===== config.mk =====
export PLATFORM = sky130hd
export DESIGN_NAME = nibble_stream_tx
export DESIGN_NICKNAME = d
export VERILOG_FILES = /design/src/rtl/nst_pkg.sv /design/src/rtl/nst_regs.sv /design/src/rtl/nst_tick.sv /design/src/rtl/nst_fsm.sv /design/src/rtl/nibble_stream_tx.sv
export SDC_FILE = /design/constraint.sdc
export NUM_CORES = 1
export LEC_CHECK = 0
export ABC_AREA = 1
export CAP_MARGIN = 40
export CORE_UTILIZATION = 46
export DETAILED_ROUTE_END_ITERATION = 10
export PLACE_DENSITY = 0.82
export SYNTH_ARGS = -nofsm -noshare
export SYNTH_HDL_FRONTEND = slang
export SYNTH_SLANG_ARGS = --single-unit

===== constraint.sdc =====
create_clock -name clk -period 1.3 [get_ports clk]
set_input_delay 0.26 -clock clk [delete_from_list [all_inputs] [get_ports clk]]
set_output_delay 0.26 -clock clk [all_outputs]
set_load 0.02 [all_outputs]

===== src/rtl/nst_pkg.sv =====
package nst_pkg;
    typedef enum logic [1:0] {
        ST_IDLE   = 2'd0,
        ST_SHIFT  = 2'd1,
        ST_FINISH = 2'd2
    } nst_state_t;

    localparam logic [1:0] SEL_HOLD    = 2'd0;
    localparam logic [1:0] SEL_SIZE_LO = 2'd1;
    localparam logic [1:0] SEL_SIZE_HI = 2'd2;
endpackage


===== src/rtl/nst_regs.sv =====
module nst_regs
    import nst_pkg::*;
#(
    parameter int ADDR_W = 6,
    parameter int NIB_W  = 4
) (
    input  logic              clk,
    input  logic              rst_n,
    input  logic              wr_en,
    input  logic [1:0]        wr_sel,
    input  logic [NIB_W-1:0]  wr_data,
    input  logic              ie_wr,
    input  logic              ie_val,
    input  logic              xfer_end,
    output logic [NIB_W-1:0]  hold_q,
    output logic [ADDR_W-1:0] size_q,
    output logic              auto_q,
    output logic              done_q,
    output logic              ie_q
);
    localparam int HI_W = ADDR_W - NIB_W;

    logic hold_wr, lo_wr, hi_wr, auto_set;

    assign hold_wr  = wr_en && (wr_sel == SEL_HOLD);
    assign lo_wr    = wr_en && (wr_sel == SEL_SIZE_LO);
    assign hi_wr    = wr_en && (wr_sel == SEL_SIZE_HI);
    assign auto_set = hi_wr && wr_data[NIB_W-1];

    always_ff @(posedge clk or negedge rst_n) begin
        if (!rst_n) begin
            hold_q <= '0;
            size_q <= '0;
        end else begin
            if (hold_wr) hold_q <= wr_data;
            if (lo_wr)   size_q[NIB_W-1:0] <= wr_data;
            if (hi_wr)   size_q[ADDR_W-1:NIB_W] <= wr_data[HI_W-1:0];
        end
    end

    always_ff @(posedge clk or negedge rst_n) begin
        if (!rst_n) begin
            auto_q <= 1'b0;
            done_q <= 1'b0;
            ie_q   <= 1'b1;
        end else begin
            if (xfer_end)   auto_q <= 1'b0;
            else if (hi_wr) auto_q <= wr_data[NIB_W-1];

            if (xfer_end)     done_q <= 1'b1;
            else if (hold_wr) done_q <= 1'b0;

            if (xfer_end)                 ie_q <= 1'b1;
            else if (auto_q || auto_set)  ie_q <= 1'b0;
            else if (ie_wr)               ie_q <= ie_val;
        end
    end


    ie_forced_off_chk: assert property (@(posedge clk) disable iff (!rst_n)
        auto_q |-> !ie_q);

    done_sticky_chk: assert property (@(posedge clk) disable iff (!rst_n)
        (done_q && !hold_wr) |=> done_q);
endmodule


===== src/rtl/nst_tick.sv =====
module nst_tick #(
    parameter int DIV = 8
) (
    input  logic clk,
    input  logic rst_n,
    input  logic run,
    output logic sclk_hi,
    output logic bit_end
);
    localparam int CW   = (DIV > 2) ? $clog2(DIV) : 1;
    localparam int HALF = DIV / 2;
    localparam logic [CW-1:0] LAST = CW'(DIV - 1);

    logic [CW-1:0] cnt;

    always_ff @(posedge clk or negedge rst_n) begin
        if (!rst_n)           cnt <= '0;
        else if (!run)        cnt <= '0;
        else if (cnt == LAST) cnt <= '0;
        else                  cnt <= cnt + 1'b1;
    end

    assign sclk_hi = run && (cnt >= CW'(HALF));
    assign bit_end = run && (cnt == LAST);


    tick_range_chk: assert property (@(posedge clk) disable iff (!rst_n)
        !run |=> (cnt == '0));
endmodule


===== src/rtl/nst_fsm.sv =====
module nst_fsm
    import nst_pkg::*;
#(
    parameter int ADDR_W = 6,
    parameter int NIB_W  = 4
) (
    input  logic              clk,
    input  logic              rst_n,
    input  logic              halt_req,
    input  logic              auto_q,
    input  logic [NIB_W-1:0]  hold_q,
    input  logic [ADDR_W-1:0] size_q,
    input  logic [NIB_W-1:0]  ram_rdata,
    input  logic              bit_end,
    input  logic              irq_in,
    output logic              busy,
    output logic              xfer_end,
    output logic              wake,
    output logic              bit_out,
    output logic [ADDR_W-1:0] ram_addr,
    output logic              irq_pend
);
    localparam int BW = (NIB_W > 2) ? $clog2(NIB_W) : 1;
    localparam logic [BW-1:0] BIT_LAST = BW'(NIB_W - 1);

    nst_state_t state, state_nx;
    logic [NIB_W-1:0] shreg;
    logic [BW-1:0]    bit_idx;
    logic             cur_last;
    logic             nib_end;

    assign nib_end  = bit_end && (bit_idx == BIT_LAST);
    assign xfer_end = (state == ST_SHIFT) && nib_end && cur_last;

    always_comb begin
        state_nx = state;
        unique case (state)
            ST_IDLE:   if (halt_req && auto_q) state_nx = ST_SHIFT;
            ST_SHIFT:  if (xfer_end)           state_nx = ST_FINISH;
            ST_FINISH: state_nx = ST_IDLE;
            default:   state_nx = ST_IDLE;
        endcase
    end

    always_ff @(posedge clk or negedge rst_n) begin
        if (!rst_n) state <= ST_IDLE;
        else        state <= state_nx;
    end

    always_ff @(posedge clk or negedge rst_n) begin
        if (!rst_n) begin
            shreg    <= '0;
            bit_idx  <= '0;
            cur_last <= 1'b0;
            ram_addr <= '0;
            irq_pend <= 1'b0;
        end else begin
            unique case (state)
                ST_IDLE: if (state_nx == ST_SHIFT) begin
                    shreg    <= hold_q;
                    bit_idx  <= '0;
                    cur_last <= 1'b0;
                    ram_addr <= '0;
                    irq_pend <= 1'b0;
                end
                ST_SHIFT: begin
                    if (irq_in) irq_pend <= 1'b1;
                    if (nib_end && !cur_last) begin
                        shreg    <= ram_rdata;
                        cur_last <= (ram_addr == size_q);
                        ram_addr <= ram_addr + 1'b1;
                        bit_idx  <= '0;
                    end else if (bit_end) begin
                        shreg   <= shreg << 1;
                        bit_idx <= bit_idx + 1'b1;
                    end
                end
                ST_FINISH: ;
                default: ;
            endcase
        end
    end

    always_comb begin
        busy    = (state == ST_SHIFT);
        wake    = (state == ST_FINISH);
        bit_out = busy && shreg[NIB_W-1];
    end


    data_hold_chk: assert property (@(posedge clk) disable iff (!rst_n)
        (busy && !bit_end) |=> $stable(bit_out));

    addr_bound_chk: assert property (@(posedge clk) disable iff (!rst_n)
        busy |-> ({1'b0, ram_addr} <= ({1'b0, size_q} + 1'b1)));

    irq_latch_chk: assert property (@(posedge clk) disable iff (!rst_n)
        (busy && irq_in) |=> irq_pend);
endmodule


===== src/rtl/nibble_stream_tx.sv =====
module nibble_stream_tx #(
    parameter int DIV    = 8,
    parameter int ADDR_W = 6,
    parameter int NIB_W  = 4,
    parameter bit HIZ_EN = 1'b1
) (
    input  logic              clk,
    input  logic              rst_n,
    input  logic              wr_en,
    input  logic [1:0]        wr_sel,
    input  logic [NIB_W-1:0]  wr_data,
    input  logic              halt_req,
    input  logic              ie_wr,
    input  logic              ie_val,
    input  logic              irq_in,
    input  logic [NIB_W-1:0]  ram_rdata,
    output logic [ADDR_W-1:0] ram_addr_o,
    output logic              sclk_o,
    output logic              sdata_o,
    output logic              line_oe_o,
    output logic              done_o,
    output logic              ie_o,
    output logic              wake_o,
    output logic              irq_pend_o
);
    logic [NIB_W-1:0]  hold_q;
    logic [ADDR_W-1:0] size_q;
    logic auto_q, busy, xfer_end, bit_end, sclk_hi;

    nst_regs #(.ADDR_W(ADDR_W), .NIB_W(NIB_W)) u_regs (
        .clk(clk), .rst_n(rst_n), .wr_en(wr_en), .wr_sel(wr_sel),
        .wr_data(wr_data), .ie_wr(ie_wr), .ie_val(ie_val),
        .xfer_end(xfer_end), .hold_q(hold_q), .size_q(size_q),
        .auto_q(auto_q), .done_q(done_o), .ie_q(ie_o)
    );

    nst_tick #(.DIV(DIV)) u_tick (
        .clk(clk), .rst_n(rst_n), .run(busy),
        .sclk_hi(sclk_hi), .bit_end(bit_end)
    );

    nst_fsm #(.ADDR_W(ADDR_W), .NIB_W(NIB_W)) u_fsm (
        .clk(clk), .rst_n(rst_n), .halt_req(halt_req), .auto_q(auto_q),
        .hold_q(hold_q), .size_q(size_q), .ram_rdata(ram_rdata),
        .bit_end(bit_end), .irq_in(irq_in), .busy(busy),
        .xfer_end(xfer_end), .wake(wake_o), .bit_out(sdata_o),
        .ram_addr(ram_addr_o), .irq_pend(irq_pend_o)
    );

    assign sclk_o = sclk_hi;

    generate
        if (HIZ_EN) begin : g_hiz
            assign line_oe_o = busy;
        end else begin : g_drive
            assign line_oe_o = 1'b1;
        end
    endgenerate


    wake_single_chk: assert property (@(posedge clk) disable iff (!rst_n)
        wake_o |=> !wake_o);

    wake_state_chk: assert property (@(posedge clk) disable iff (!rst_n)
        wake_o |-> (done_o && ie_o && !auto_q));
endmodule


## After elaboration in Yosys (flattened, before gate mapping)

Cells that the tools add are included.

| operators by class | value |
|---|---|
| multiply operators | 0 |
| eq/ne operators | 12 |
| muxes and demuxes | 28 |
| bitwise operators | 0 |
| $add $sub $neg | 3 |
| shifts and indexed selects | 0 |
| reduce and logical (&&, ||, !) cells | 23 |
| div/mod/pow operators | 0 |
| magnitude comparators | 1 |

Operators with widths:

| cell | number |
|---|---|
| 1-bit logical AND | 12 |
| 4-bit 2-to-1 mux | 3 |
| 6-bit 2-to-1 mux | 2 |
| 6-bit one-hot mux with 2 select lines | 1 |
| 1-bit 2-to-1 mux | 10 |
| 2-bit 2-to-1 mux | 5 |
| 3-bit AND reduction | 3 |
| 2-bit one-hot mux with 2 select lines | 2 |
| 4-bit one-hot mux with 2 select lines | 1 |
| 6-bit by 1-bit adder with 6-bit output (second input constant) | 1 |
| 2-bit by 1-bit == test with 1-bit output (second input constant) | 3 |
| 2-bit == test (second input constant) | 3 |
| 6-bit == test | 1 |
| 3-bit 2-to-1 mux | 2 |
| 2-bit nonzero test | 3 |
| 2-bit zero test | 2 |
| 2-bit by 1-bit != test with 1-bit output (second input constant) | 2 |
| 1-bit one-hot mux with 2 select lines | 2 |
| 3-bit by 1-bit adder with 3-bit output (second input constant) | 1 |
| 3-bit == test (second input constant) | 1 |
| 3-bit >= comparator (second input constant) | 1 |
| 3-bit by 1-bit != test with 1-bit output (second input constant) | 1 |
| 3-bit nonzero test | 1 |
| 2-bit by 1-bit adder with 2-bit output (second input constant) | 1 |
| other kinds (3) | 3 |

| word-level totals | value |
|---|---|
| bits of input ports | 17 |
| bits in writable memories | 0 |
| ROM bits | 0 |
| register bits after elaboration | 32 |
| bits in latches | 0 |
| memories kept | 0 |

## Logic depth before layout (Yosys ltp)

| logic depth | value |
|---|---|
| depth in word-level cells | 10 |
| depth in mapped cells | 9 |
| depth with buffers taken out | 9 |

## By module

From an unflattened synthesis, not the netlist that was laid out.

| unflattened totals | value |
|---|---|
| cell total of the unflattened synthesis | 208 |
| area, all modules | 1646.6 um^2 |

Modules (own cells, without submodules):

| module | cells each | seq. area each (um^2) | area each (um^2) | instances |
|---|---|---|---|---|
| nst_fsm | 136 | 400.4 | 994.7 | 1 |
| nst_regs | 56 | 326.6 | 510.5 | 1 |
| nst_tick | 16 | 75.1 | 141.4 | 1 |

## Worst setup path after synthesis

No wires, ideal clock.

| timing | value |
|---|---|
| path kind | register to register |
| from | register u_tick.cnt[0] |
| to | register u_fsm.shreg[2] |
| buffers on the path | 0 |
| period minus slack after synthesis | 1.399 ns |
| cell stages (with the launch flop) | 8 |
| arrival time | 1.286 ns |
| setup time | 0.113 ns |
| data required time | 1.187 ns |
| path slack | -0.099 ns |
| cell sequence | dfrtp_1 ha_1 ha_1 nand3_4 nand2_2 or2_0 nand2_1 inv_1 |

| between the ends | value |
|---|---|
| cells in the longest elaborated chain, start to end | 10 |

RTL lines:

| what | RTL line | source |
|---|---|---|
| start: declaration | nst_tick.sv:14 | `logic [CW-1:0] cnt;` |
| start signal: assignment | nst_tick.sv:20 | `else cnt <= cnt + 1'b1;` |
| 3-bit == test * | nst_tick.sv:24 | `assign bit_end = run && (cnt == LAST);` |
| 1-bit logical AND * | nst_tick.sv:24 |  |
| 1-bit logical AND | nst_fsm.sv:32 | `assign nib_end = bit_end && (bit_idx == BIT_LAST);` |
| 1-bit logical AND (2 in a row) | nst_fsm.sv:33 | `assign xfer_end = (state == ST_SHIFT) && nib_end && cur_last;` |
| 2-bit 2-to-1 mux | nst_fsm.sv:39 | `ST_SHIFT: if (xfer_end) state_nx = ST_FINISH;` |
| 2-bit one-hot mux with 2 select lines | nst_fsm.sv:37 | `unique case (state)` |
| 2-bit by 1-bit == test with 1-bit output | nst_fsm.sv:59 | `ST_IDLE: if (state_nx == ST_SHIFT) begin` |
| 2-bit by 1-bit != test with 1-bit output (no line) | - |  |
| 3-bit AND reduction (no line) | - |  |
| end signal: assignment | nst_fsm.sv:60 | `shreg <= hold_q;` |
| end signal: assignment | nst_fsm.sv:69 | `shreg <= ram_rdata;` |
| end signal: assignment | nst_fsm.sv:74 | `shreg <= shreg << 1;` |
| end: declaration | nst_fsm.sv:27 | `logic [NIB_W-1:0] shreg;` |

Mark *: on every way between the ends. The rest lies on a longest branch, timed or not.
A chain may end at the register's enable or synchronous reset.

## Final worst setup path

| timing | value |
|---|---|
| from | register u_tick.cnt[0] |
| to | register u_fsm.ram_addr[2] |

| between the ends | value |
|---|---|
| cells in the longest elaborated chain, start to end | 10 |

RTL lines:

| what | RTL line | source |
|---|---|---|
| 3-bit == test * | nst_tick.sv:24 |  |
| 1-bit logical AND * | nst_tick.sv:24 |  |
| 1-bit logical AND * | nst_fsm.sv:32 |  |
| 1-bit logical AND (2 in a row) | nst_fsm.sv:33 |  |
| 2-bit 2-to-1 mux | nst_fsm.sv:39 |  |
| 2-bit one-hot mux with 2 select lines | nst_fsm.sv:37 |  |
| 2-bit by 1-bit == test with 1-bit output | nst_fsm.sv:59 |  |
| 2-bit by 1-bit != test with 1-bit output (no line) | - |  |
| 3-bit AND reduction (no line) * | - |  |
| end signal: assignment | nst_fsm.sv:71 | `ram_addr <= ram_addr + 1'b1;` |
| end: declaration | nst_fsm.sv:20 | `output logic [ADDR_W-1:0] ram_addr,` |

Marks and branches as above.

==> results_dict.tcl <==
set metrics [dict create \
    grt_max_degree 33 \
    setup_viol 20 \
    rsz0062_at_grt "yes" \
    layout-area-overhead-vs-synth_pct 43.73 \
    diodes 0 \
    grt_pass1_wl_um 6065 \
    synth_seq_cells 32 \
    drv_slew 0 \
    place_congestion 0.9023 \
    skew_ps 12.01 \
    violations "negative setup slack" \
    ir_drop_mv 0.6622 \
    crit_path_end_kind "register" \
    slew_headroom_pct 77.80 \
    reg2reg_depth 9 \
    period_share_pct 112.6 \
    antenna_left 0 \
    synth_area_um2 1637 \
    synth.distinct_cells 29 \
    worst_slack_ps -163.3 \
    powerDensity_nw_per_um2 829.7 \
    crit_type "register to register" \
    placementRows 21 \
    antenna_found_initial 0 \
    num_vias 1599 \
    r2r_slack_ps -160 \
    timing.fmax_mhz 683.4 \
    die_width_um 61.65 \
    insertion_delay_ps 350 \
    final_util_pct 69.94 \
    netlist_instances 202 \
    cts_tree "done" \
    grt_usage_pct 22.71 \
    dr.pass1.iters 4 \
    syn-num-nets 223 \
    cts_sinks 32 \
    start_util_pct 48.66 \
    core_um2 3363 \
    timing.rr.end "u_fsm.ram_addr[2]" \
    htreeDepth 2 \
    timing.hold.ws_ps 273.0 \
    clockRootBuffer "clkbuf_4" \
    numPortBuffers 29 \
    setup_tns_ps -2157 \
    yosysSeqAreaShare_pct 49.01 \
    wl_um 3970 \
    finalHoldViolCount 0 \
    netlist.top_cell.by_area "dfrtp_1" \
    dp_hpwl_um 2782 \
    grt_overflow 0 \
    fp.dieH_um 61.65 \
    path_max_fanout 7 \
    hold_buffers 0 \
    yosysWarningCount 0 \
    min_period_ps 1463 \
    vias_per_cell 5.109 \
    yosys.area.top_type_share_pct 47.40 \
    drt_iter0_markers 59 \
    placed_area_um2 2175 \
    grt_pass1_vias 1428 \
    power.total_uw 1952 \
    cts_max_path_buffers 2 \
    fin_area_um2 2352 \
    p_leak_uw 0.001192 \
    die_area_um2 3800 \
    critical_path.startpoint_type "register" \
    required_ps 1540 \
    route.detailed.drc 0 \
    wl_per_cell_um 12.68 \
    final_layout_size_suffix_gt1_share_pct 31.84 \
    worstMarginPinSlew_ps 331.4 \
    arrival_ps 1710 \
    min-delay-path-class "primary input to async pin" \
    synthTopCellsByArea "dfrtp_1 (47%), nand2_1 (12%), inv_1 (7.8%), nand3_1 (4.9%), o21ai_0 (4.9%)" \
    io_pins 30 \
    numCtsBuffers 5 \
    timing.rr.start "u_tick.cnt[0]" \
    cts.reportedPaths.clkPinSlew_ps 100 \
    synth.avg_cell_area_um2 8.102 \
    final_nets 287 \
    status "complete, but fails checks" \
    maxCapViolCount 0 \
]
cells in the mapped netlist:
| master | count |
|---|---|
| a22oi_1 | 1 |
| o31ai_1 | 1 |
| a21oi_1 | 3 |
| a22o_1 | 1 |
| a31oi_1 | 2 |
| nor2_1 | 16 |
| inv_1 | 34 |
| nand2_1 | 52 |
| o21ai_0 | 16 |
| o211ai_1 | 1 |
| nor2_4 | 2 |
| o21ai_2 | 2 |
| ha_1 | 4 |
| nand3_4 | 1 |
| dfstp_2 | 1 |
| nor3_1 | 1 |
| nand4_1 | 3 |
| nor3_2 | 1 |
| xnor2_1 | 1 |
| xor2_1 | 2 |
| buf_2 | 1 |
| nand2_2 | 2 |
| or2_2 | 1 |
| or2_0 | 1 |
| nand2_4 | 2 |
| dfrtp_1 | 31 |
| nand3_1 | 16 |
| o21ai_1 | 1 |
| inv_2 | 2 |
flip-flops by register name, indices dropped and copies added, names as in the netlist:
register        flops
u_fsm.irq_pend      1
u_tick.cnt          3
u_fsm.shreg         4
u_regs.ie_q         1
u_fsm.bit_idx       2
u_regs.hold_q       4
u_regs.size_q       6
u_regs.done_q       1
u_fsm.state         2
u_fsm.cur_last      1
u_fsm.ram_addr      6
u_regs.auto_q       1
worst max-delay path by stage:
| stage | end | slack, ps | depth (start not counted) | startpoint |
|---|---|---|---|---|
| after global placement | u_fsm.shreg[1] | -190 | 8 | halt_req |
| after global routing | u_fsm.ram_addr[3] | -230 | 9 | u_tick.cnt[0] |
| after CTS | u_fsm.ram_addr[2] | -140 | 9 | u_tick.cnt[0] |
| final | u_fsm.ram_addr[2] | -160 | 9 | u_tick.cnt[0] |
| after detailed placement | u_fsm.shreg[1] | -270 | 8 | halt_req |
| after floorplan | u_fsm.ram_addr[2] | -20 | 9 | u_tick.cnt[0] |
cells in the final DEF, fill, tap and decap left out, types with 2 or more instances in the layout:
cell type	n
nor2_1	11
a21oi_1	2
a31oi_1	2
xor2_1	2
nor2_4	5
clkbuf_2	4
clkbuf_1	2
nand2_4	4
o21ai_1	3
ha_1	2
nand3_1	15
dfrtp_1	30
o21ai_0	11
clkdlybuf4s50_1	16
nand2_2	7
inv_2	4
nand2_1	45
buf_6	9
inv_1	31
nor2_2	2
nand4_1	3
clkbuf_4	5
buf_2	3
buf_4	24
o21ai_2	5
logic make-up after synthesis:
family	count (synthesis)	synth area share, %
AND/OR/NAND/NOR	98	27.91
flip-flops	32	49.01
adder cells (fa/ha/maj)	4	3.058
XOR/XNOR	3	1.606
buffers and inverters	37	8.562
AO/OA/AOI/OAI	28	9.863
report_power, final:
part           switching [uW]  internal [uW]  leakage, uW  total [uW]
Clock                     341            266    0.0000326         608
Combinational             117            121     0.000767         238
Sequential               44.6           1060     0.000392        1110
critical path: stages (launching register included):
cell and delay, ps:
dfrtp_1 370, ha_2 190, ha_4 160, nand3_4 110, nor2_4 150, nand2_2 80
nand2_4 140, inv_6 60, nand2_2 60, o21ai_2 50
what timing repair did:
| item | CTS | global route |
|---|---|---|
| buffers inserted | 3 | 4 |
| gates resized for setup | 60 | 33 |
| pin swaps | 3 | 4 |
| endpoints found under the setup margin | 29 | 29 |
cell type report:
class	instances	area, um2
well taps	46	57.56
inverters	36	140.1
fillers	275	1011
flip-flops and latches	32	803.3
repair buffers	58	508.0
multi-input cells	133	784.5
clock buffers	8	58.81
per-layer routing:
layer | part of all wire [%] | global-route usage [%] | vias to the layer above
li1 | - | - | 771
met1 | 40 | 26.11 | 755
met2 | 52 | 38.10 | 59
met3 | 5.3 | 5.672 | 14
met4 | 2.9 | 13.65 | 0
met5 | 0 | 0 | -
stage by stage:
stage,setup WS (ps),cells
after CTS,-139.7,309
after global placement,-186.1,298
final,-163.3,313
after global routing,-231.2,313
after floorplan,-19.08,202
after detailed placement,-271.6,298
Power figures use the tool's default switching activity.
